===== src/rtl/opdec_pkg.sv =====
package opdec_pkg;

    localparam int BYTE_W  = 8;
    localparam int ADDR_W  = 16;
    localparam int CODE_W  = 3;
    localparam int MODE_W  = 2;
    localparam int OPC_W   = BYTE_W - 2;
    localparam int CNT_W   = 3;
    localparam int NREG_B  = 4;  // registers that own two byte halves

    localparam logic [MODE_W-1:0] MODE_NODISP = 2'b00;
    localparam logic [MODE_W-1:0] MODE_DISP8  = 2'b01;
    localparam logic [MODE_W-1:0] MODE_DISP16 = 2'b10;
    localparam logic [MODE_W-1:0] MODE_REG    = 2'b11;
    localparam logic [CODE_W-1:0] RM_DIRECT   = 3'b110;

    typedef struct packed {
        logic [OPC_W-1:0] opc;
        logic             dirs;   // direction, or sign-extend when used
        logic             wide;
    } lead_t;

    typedef struct packed {
        logic [MODE_W-1:0] mode;
        logic [CODE_W-1:0] regf;
        logic [CODE_W-1:0] rmf;
    } modrm_t;

    typedef struct packed {
        logic [CODE_W-1:0] idx;
        logic              hi;
    } slot_t;

    // Resolve a register code to a physical slot under the width bit.
    function automatic slot_t map_code(input logic [CODE_W-1:0] code, input logic wide);
        slot_t s;
        if (wide) begin
            s.idx = code;
            s.hi  = 1'b0;
        end else begin
            s.idx = CODE_W'(code % NREG_B);
            s.hi  = code[CODE_W-1];
        end
        return s;
    endfunction

    function automatic logic [1:0] disp_len(input logic [MODE_W-1:0] mode,
                                            input logic [CODE_W-1:0] rm);
        case (mode)
            MODE_DISP8:  return 2'd1;
            MODE_DISP16: return 2'd2;
            MODE_NODISP: return (rm == RM_DIRECT) ? 2'd2 : 2'd0;
            default:     return 2'd0;
        endcase
    endfunction

endpackage


===== src/rtl/opdec_regsel.sv =====
module opdec_regsel
    import opdec_pkg::*;
(
    input  logic   dirs,
    input  logic   wide,
    input  logic   s_used,
    input  modrm_t mrm,
    output slot_t  src,
    output slot_t  dst,
    output logic   mem_op
);
    slot_t reg_slot;
    slot_t rm_slot;

    always_comb begin
        mem_op   = (mrm.mode != MODE_REG);
        reg_slot = map_code(mrm.regf, wide);
        rm_slot  = mem_op ? slot_t'('0) : map_code(mrm.rmf, wide);
        if (s_used) begin
            dst = rm_slot;
            src = '0;
        end else if (dirs) begin
            dst = reg_slot;
            src = rm_slot;
        end else begin
            dst = rm_slot;
            src = reg_slot;
        end
    end
endmodule


===== src/rtl/opdec_ea.sv =====
module opdec_ea
    import opdec_pkg::*;
(
    input  modrm_t            mrm,
    input  logic [BYTE_W-1:0] disp_lo,
    input  logic [BYTE_W-1:0] disp_hi,
    input  logic [ADDR_W-1:0] bx_val,
    input  logic [ADDR_W-1:0] bp_val,
    input  logic [ADDR_W-1:0] si_val,
    input  logic [ADDR_W-1:0] di_val,
    output logic [ADDR_W-1:0] ea
);
    localparam int EXT_W = ADDR_W - BYTE_W;

    logic [ADDR_W-1:0] base;
    logic [ADDR_W-1:0] index;
    logic [ADDR_W-1:0] disp;
    logic [ADDR_W-1:0] wide_disp;

    always_comb begin
        wide_disp = {disp_hi, disp_lo};
        case (mrm.rmf)
            3'd0: begin base = bx_val; index = si_val; end
            3'd1: begin base = bx_val; index = di_val; end
            3'd2: begin base = bp_val; index = si_val; end
            3'd3: begin base = bp_val; index = di_val; end
            3'd4: begin base = '0;     index = si_val; end
            3'd5: begin base = '0;     index = di_val; end
            3'd6: begin base = bp_val; index = '0;     end
            default: begin base = bx_val; index = '0; end
        endcase
        case (mrm.mode)
            MODE_DISP8:  disp = {{EXT_W{disp_lo[BYTE_W-1]}}, disp_lo};
            MODE_DISP16: disp = wide_disp;
            default:     disp = '0;
        endcase
        if (mrm.mode == MODE_REG)
            ea = '0;
        else if (mrm.mode == MODE_NODISP && mrm.rmf == RM_DIRECT)
            ea = wide_disp;
        else
            ea = base + index + disp;
    end
endmodule


===== src/rtl/opdec_len.sv =====
module opdec_len
    import opdec_pkg::*;
(
    input  logic [MODE_W-1:0] mode,
    input  logic [CODE_W-1:0] rm,
    input  logic              sbit,
    input  logic              wide,
    input  logic              s_used,
    input  logic              imm_present,
    output logic [CNT_W-1:0]  count,
    output logic              bad,
    output logic              sext
);
    logic [1:0] dlen;
    logic [1:0] ilen;

    always_comb begin
        dlen = disp_len(mode, rm);
        if (!imm_present)
            ilen = 2'd0;
        else if (s_used)
            ilen = (!sbit && wide) ? 2'd2 : 2'd1;
        else
            ilen = wide ? 2'd2 : 2'd1;
        count = CNT_W'(dlen) + CNT_W'(ilen);
        bad   = s_used && sbit && !wide;
        sext  = s_used && sbit && wide;
    end
endmodule


===== src/rtl/opdec_top.sv =====
module opdec_top
    import opdec_pkg::*;
(
    input  logic              clk,
    input  logic              rst,
    input  logic              in_valid,
    input  logic [7:0]        op_byte,
    input  logic [7:0]        modrm_byte,
    input  logic [7:0]        disp_lo,
    input  logic [7:0]        disp_hi,
    input  logic              s_used,
    input  logic              imm_present,
    input  logic [15:0]       bx_val,
    input  logic [15:0]       bp_val,
    input  logic [15:0]       si_val,
    input  logic [15:0]       di_val,
    output logic              out_valid,
    output logic [5:0]        out_opcode,
    output logic              op_wide,
    output logic [2:0]        src_idx,
    output logic              src_hi,
    output logic [2:0]        dst_idx,
    output logic              dst_hi,
    output logic              mem_operand,
    output logic [15:0]       eff_addr,
    output logic [2:0]        byte_count,
    output logic              bad_combo,
    output logic              imm_sext
);
    typedef struct packed {
        logic [OPC_W-1:0]  opc;
        logic              wide;
        slot_t             src;
        slot_t             dst;
        logic              mem;
        logic [ADDR_W-1:0] ea;
        logic [CNT_W-1:0]  cnt;
        logic              bad;
        logic              sext;
    } result_t;

    lead_t   lead;
    modrm_t  mrm;
    result_t nxt;
    result_t cur;
    logic    vld_q;

    assign lead = lead_t'(op_byte);
    assign mrm  = modrm_t'(modrm_byte);
    assign nxt.opc  = lead.opc;
    assign nxt.wide = lead.wide;

    opdec_regsel u_regsel (
        .dirs   (lead.dirs),
        .wide   (lead.wide),
        .s_used (s_used),
        .mrm    (mrm),
        .src    (nxt.src),
        .dst    (nxt.dst),
        .mem_op (nxt.mem)
    );

    opdec_ea u_ea (
        .mrm     (mrm),
        .disp_lo (disp_lo),
        .disp_hi (disp_hi),
        .bx_val  (bx_val),
        .bp_val  (bp_val),
        .si_val  (si_val),
        .di_val  (di_val),
        .ea      (nxt.ea)
    );

    opdec_len u_len (
        .mode        (mrm.mode),
        .rm          (mrm.rmf),
        .sbit        (lead.dirs),
        .wide        (lead.wide),
        .s_used      (s_used),
        .imm_present (imm_present),
        .count       (nxt.cnt),
        .bad         (nxt.bad),
        .sext        (nxt.sext)
    );

    always_ff @(posedge clk) begin
        if (rst) begin
            cur   <= '0;
            vld_q <= 1'b0;
        end else begin
            vld_q <= in_valid;
            if (in_valid)
                cur <= nxt;
        end
    end

    assign out_valid   = vld_q;
    assign out_opcode  = cur.opc;
    assign op_wide     = cur.wide;
    assign src_idx     = cur.src.idx;
    assign src_hi      = cur.src.hi;
    assign dst_idx     = cur.dst.idx;
    assign dst_hi      = cur.dst.hi;
    assign mem_operand = cur.mem;
    assign eff_addr    = cur.ea;
    assign byte_count  = cur.cnt;
    assign bad_combo   = cur.bad;
    assign imm_sext    = cur.sext;
endmodule


===== config.mk =====
export PLATFORM = sky130hd
export DESIGN_NAME = opdec_top
export DESIGN_NICKNAME = d
export VERILOG_FILES = /design/src/rtl/opdec_pkg.sv /design/src/rtl/opdec_regsel.sv /design/src/rtl/opdec_ea.sv /design/src/rtl/opdec_len.sv /design/src/rtl/opdec_top.sv
export SDC_FILE = /design/constraint.sdc
export NUM_CORES = 1
export LEC_CHECK = 0
export ABC_AREA = 1
export BUFFER_PORTS_ARGS = -buffer_cell sky130_fd_sc_hd__buf_4
export CAP_MARGIN = 40
export CORE_AREA = 3 3 90 92
export DETAILED_ROUTE_END_ITERATION = 8
export DIE_AREA = 0 0 93 95
export GPL_TIMING_DRIVEN = 0
export PLACE_DENSITY = 0.8
export SLEW_MARGIN = 5
export SYNTH_ARGS = -nofsm -noshare
export SYNTH_HDL_FRONTEND = slang
export SYNTH_SLANG_ARGS = --single-unit

===== constraint.sdc =====
create_clock -name clk -period 4.34 [get_ports clk]
set_input_delay 0.868 -clock clk [delete_from_list [all_inputs] [get_ports clk]]
set_output_delay 0.868 -clock clk [all_outputs]
set_load 0.05 [all_outputs]

Word level (Yosys, flattened, before mapping)
Index checks and enable logic that the tools add are counted.
Widths: inputs -> output; s select.
- $mul: 0
- muxes and demuxes: 18
- shift operators: 0
- reductions and logical operators: 13
- order comparisons: 0
- divide/modulo/power cells: 0
- equality and inequality tests: 10
- $add $sub $neg: 3
- bitwise gates (word level): 0
- operator list (kind ; number):
    $pmux 16 s2 ; 3
    $add 16x16->16 ; 2
    $mux 16 ; 2
    $mux 4 ; 7
    $mux 2 ; 5
    $eq 3x3->1 const B ; 3
    $reduce_or 3->1 ; 3
    $eq 3x2->1 const B ; 2
    $pmux 2 s3 ; 1
    $logic_and 1x1->1 ; 5
    $eq 2x2->1 const B ; 2
    $add 2x2->3 ; 1
    $eq 3x1->1 const B ; 1
    $logic_not 3->1 ; 1
    $eq 2x1->1 const B ; 1
    $logic_not 1->1 ; 2
    $logic_not 2->1 ; 1
    $ne 2x2->1 const B ; 1
    $reduce_or 2->1 ; 1
- latch bits: 0
- word-level logic and storage cells: 56
- RAM bits: 0
- register bits after elaboration: 38
- bits in read-only memories: 0
- output and inout port bits: 38
- bits of input ports: 101
- memories kept: 0

Longest topological paths before layout
- depth in word-level cells: 7
- mapped depth: 23
- depth with buffers taken out: 21

Hierarchy
Synthesis repeated with hierarchy kept, for this count alone.
- cell total of the unflattened synthesis: 701
- area total of the unflattened synthesis: 4027.6 µm²
- modules (own cells, without submodules) (module ; seq. area each (µm²) ; area each (µm²) ; times used ; cells an instance):
    opdec_ea ; 0.0 ; 2219.6 ; 1 ; 404
    opdec_top ; 760.7 ; 1536.5 ; 1 ; 237
    opdec_regsel ; 0.0 ; 171.4 ; 1 ; 42
    opdec_len ; 0.0 ; 100.1 ; 1 ; 18

Worst setup path before layout
Ideal clock, no wire load.
- kind: input-to-reg
- start: in modrm_byte[6]
- end: reg cur (netlist bit eff_addr[15])
- setup time: 131 ps
- buffers on the path: 1
- data arrival time: 3830 ps
- path slack: 379 ps
- stages: 20
- data required time: 4209 ps
- cells stage by stage: inv_1 > ha_1 > clkbuf_1 > inv_1 > nor2_1 > nand2_1 > fa_1 > inv_1 > ha_1 > fa_1 > inv_1 > nor3_2 > nor2_2 > nor2_1 > nor2_1 > inv_1 > nand2_1 > nand3_1 > nand2_1 > a21oi_2
- word-level cells in the longest chain between the ends: 5
- elaborated cells on any way between the ends: 9
- classes of those cells: add/sub (1); eq/ne (3); mux (3); reduce/logical (2)
- RTL lines (item ; line ; source):
    from (decl) ; opdec_top.sv:8 ; input logic [7:0] modrm_byte,
    $eq 2x2->1 or $eq 2x1->1 (tied branches) ; opdec_ea.sv:32 ; case (mrm.mode)
    $pmux 16 s2 ; opdec_ea.sv:32 ;
    $add 16x16->16 ; opdec_ea.sv:42 ; ea = base + index + disp;
    $mux 16 ; opdec_ea.sv:39 ; else if (mrm.mode == MODE_NODISP && mrm.rmf == RM_DIRECT)
    $mux 16 * ; opdec_ea.sv:37 ; if (mrm.mode == MODE_REG)
    to (signal assigned) ; opdec_top.sv:93 ; cur <= nxt;
    to (decl) ; opdec_top.sv:45 ; result_t cur;
Mark *: on every way between the ends. The rest lies on a longest branch, timed or not.
A chain may end at the register's enable or synchronous reset.

Final worst setup path
Ends and elaborated chain as after synthesis.

==> summary.txt <==
Outcome
  – Outcome: completed

Synth
  – Leading area contributor after synthesis: dfxtp_1
  – Cells after synthesis: 581
  – Post-synth top area share: a little over a fifth
  – Mapped Area: 3640 µm²
  – Synthesized flop and latch total: 38
  – Sequential share of the synthesized area: a little over a fifth
  – Mean post-synth cell area: 6.27 µm²
  – Synth warn: 0
  – Synth unique cells: 32
  – Ranking of synthesized cells by area: dfxtp_1 (21%), nand2_1 (15%), inv_1 (11%)
  – Syn_nets: between 700 and 800

STA
  – Max-slew headroom: 66.5%
  – Fin crit share: 95.7%
  – Setup-failing EPs final: 0
  – Setup Total Neg Slack: 0 ns
  – Slew at the pin closest to its max-slew limit: around 0.5 ns
  – Min Tclk post-route: about 4.2 ns
  – Slew Limit Fails: 0
  – Worst Clk Skew: 0 ns
  – FMAX: 241 MHz
  – Final Hold Fails: 0

Placement
  – Hpwl dp: between 10000 and 15000 µm
  – Post-Place Cell Area: 4790 µm²
  – Gpl congestion: 0.865
  – Port bufs: 136

Clock network
  – Setup repair bufs after CTS: 0
  – Hold Buf Count CTS: 0
  – H-tree depth reported by CTS: 2
  – Clock sinks: 38
  – PostCTS Resize Cnt: 1
  – Max Buffers Root-to-Sink: 2
  – Num CTS Buffers: 5
  – CTS tree: done
  – Clock-pin slew on the worst setup and hold paths: 0.07 ns
  – Root Buffer: clkbuf_8
  – Worst-Skew Late Latency: a little under 0.3 ns

GRT
  – Global Route Usage Sum: 27.1%
  – Gr ovfl total: 0
  – Initial antenna violation count: 0
  – Vias in the first global route: a little over 4000
  – First-pass GRT wire length: 19100 µm
  – Largest net degree at the start of global routing: 13

Pwr
  – LEAKAGE: 2.68 nW
  – VDD IR max: 0.159 mV
  – PwrDens: 288 nW/µm²

Die
  – Initial Util: 49.9%
  – Die area: around 8800 µm²
  – Die Y: 95 µm
  – Die width: between 90 and 100 µm
  – Ports: between 100 and 150
  – Total core area: 7290 µm²
  – Std-Cell Rows: 31

Cells and area
  – Post-Layout Inst Area: 4890 µm²
  – Diodes inserted: 0
  – Util after Layout: 67.1%
  – Final net count: 860
  – Area grow syn2layout: 34.3%
  – Share of cells above drive strength 1: 23.1%

Worst setup path
  – WP data required: 4.57 ns
  – Worst Reg-to-Reg Cells: 2
  – Crit path DAT: 4.38 ns
  – Critical path fanouts, max: 9
  – Crit path launch type: input pin
  – Crit end category: flip-flop
  – Kind of critical path: input pin to flip-flop

Route
  – Antenna viol nets, final: 0
  – Via/cell ratio: about 5.3
  – Post-route DRC: 0
  – Via count: 4340
  – Wirelength per Cell: approximately 15 µm
  – Iter 0 DRT Violations: 257
  – Iteration count of the initial detailed-routing pass: 5
  – Final wirelength: 11900 µm

Min path
  – Hold Crit Depth: 2
  – Worst Hold Class: flip-flop to flip-flop

Flow run
  – MaxCap Viol Count: 0
-- path summary, 6_finish.rpt --
path	from	to	slack, ns
setup / recovery	modrm_byte[6]	eff_addr[15]	0.19
hold / removal	eff_addr[13]	eff_addr[13]	0.47
setup reg to reg	imm_sext	imm_sext	3.60
hold reg to reg	eff_addr[13]	eff_addr[13]	0.47
-- layout make-up --
type | instances | area [µm²]
fill | 715 | 2400
multi-input combinational | 411 | 2380
timing repair buffer | 136 | 1020
sequential | 38 | 761
inverter | 107 | 402
tap | 99 | 124
buffer | 24 | 103
clock buffer | 6 | 82.6
clock inverter | 2 | 12.5
-- layer usage --
| layer | routed length, µm | global-route usage, % |
|---|---|---|
| met1 | 5210 | 36.3 |
| met2 | 5710 | 44.9 |
| met3 | 767 | 4.46 |
| met4 | 265 | 8.06 |
| met5 | 0 | 0 |
-- metrics by stage --
step,instances,hold WS (ns),power [W],worst slack [ns]
floorplan,581,0.679,0.000907,0.379
global placement,816,0.454,0.00114,-0.431
detailed placement,816,0.459,0.00115,-0.524
CTS,823,0.470,0.00141,0.0383
global route,823,0.486,0.00152,-0.00142
finish,823,0.473,0.00141,0.186
-- worst max-delay path: stages --
cell and delay (ns):
buf_4 0.10, inv_1 0.07, ha_2 0.43, inv_1 0.10
nor2_4 0.20, nand2_1 0.12, fa_1 0.56, inv_1 0.05
ha_1 0.25, fa_1 0.45, inv_1 0.10, nor3_2 0.05
nor2_2 0.27, nor2_1 0.09, nor2_2 0.19, nand3_1 0.14
nand3_1 0.14, nand2_1 0.09, a21oi_2 0.11
-- kinds of logic after synthesis --
logic type	count (synthesis)	share of synthesized area, %
xor gates and xnor gates	2	0.481
DFF	38	20.9
adders and majority gates	36	15.9
AOI/OAI and AO/OA	111	18.6
and+or+nand+nor	262	30.2
buffers and inverters	132	14.0
-- synth_stat cells (all sizes together) --
cell / n
nand2: 146
inv: 107
nand3: 57
nor2: 46
a21oi: 41
o21ai: 41
dfxtp: 38
ha: 19
clkbuf: 17
fa: 17
a32o: 14
o211ai: 9
buf: 8
nor3: 5
or2: 5
o21bai: 3
xnor2: 2
a211oi: 1
a21o: 1
a32oi: 1
and2: 1
nand3b: 1
nand4: 1
-- flip-flops by register name (all words and copies together) (netlist names) --
name and count:
bad_combo 1, byte_count 3, dst_hi 1, dst_idx 3, eff_addr 16, imm_sext 1
mem_operand 1, op_wide 1, out_opcode 6, out_valid 1, src_hi 1, src_idx 3
-- cells in the final DEF (no fill, tap or decap), types with 14 or more instances in the layout --
cell / n
inv_1: 104
fa_1: 17
ha_1: 18
dfxtp_1: 38
buf_4: 137
a32o_1: 14
nand3_1: 57
o21ai_0: 38
nor2_1: 41
nand2_1: 144
clkbuf_1: 16
a21oi_1: 40
-- power by group --
| group | internal, W | switching (W) |
|---|---|---|
| Sequential | 0.000380 | 0.0000172 |
| Clock | 0.000128 | 0.000127 |
| Combinational | 0.000280 | 0.000478 |
| Total | 0.000788 | 0.000622 |
Note: power is estimated with default switching activity, not from simulation.
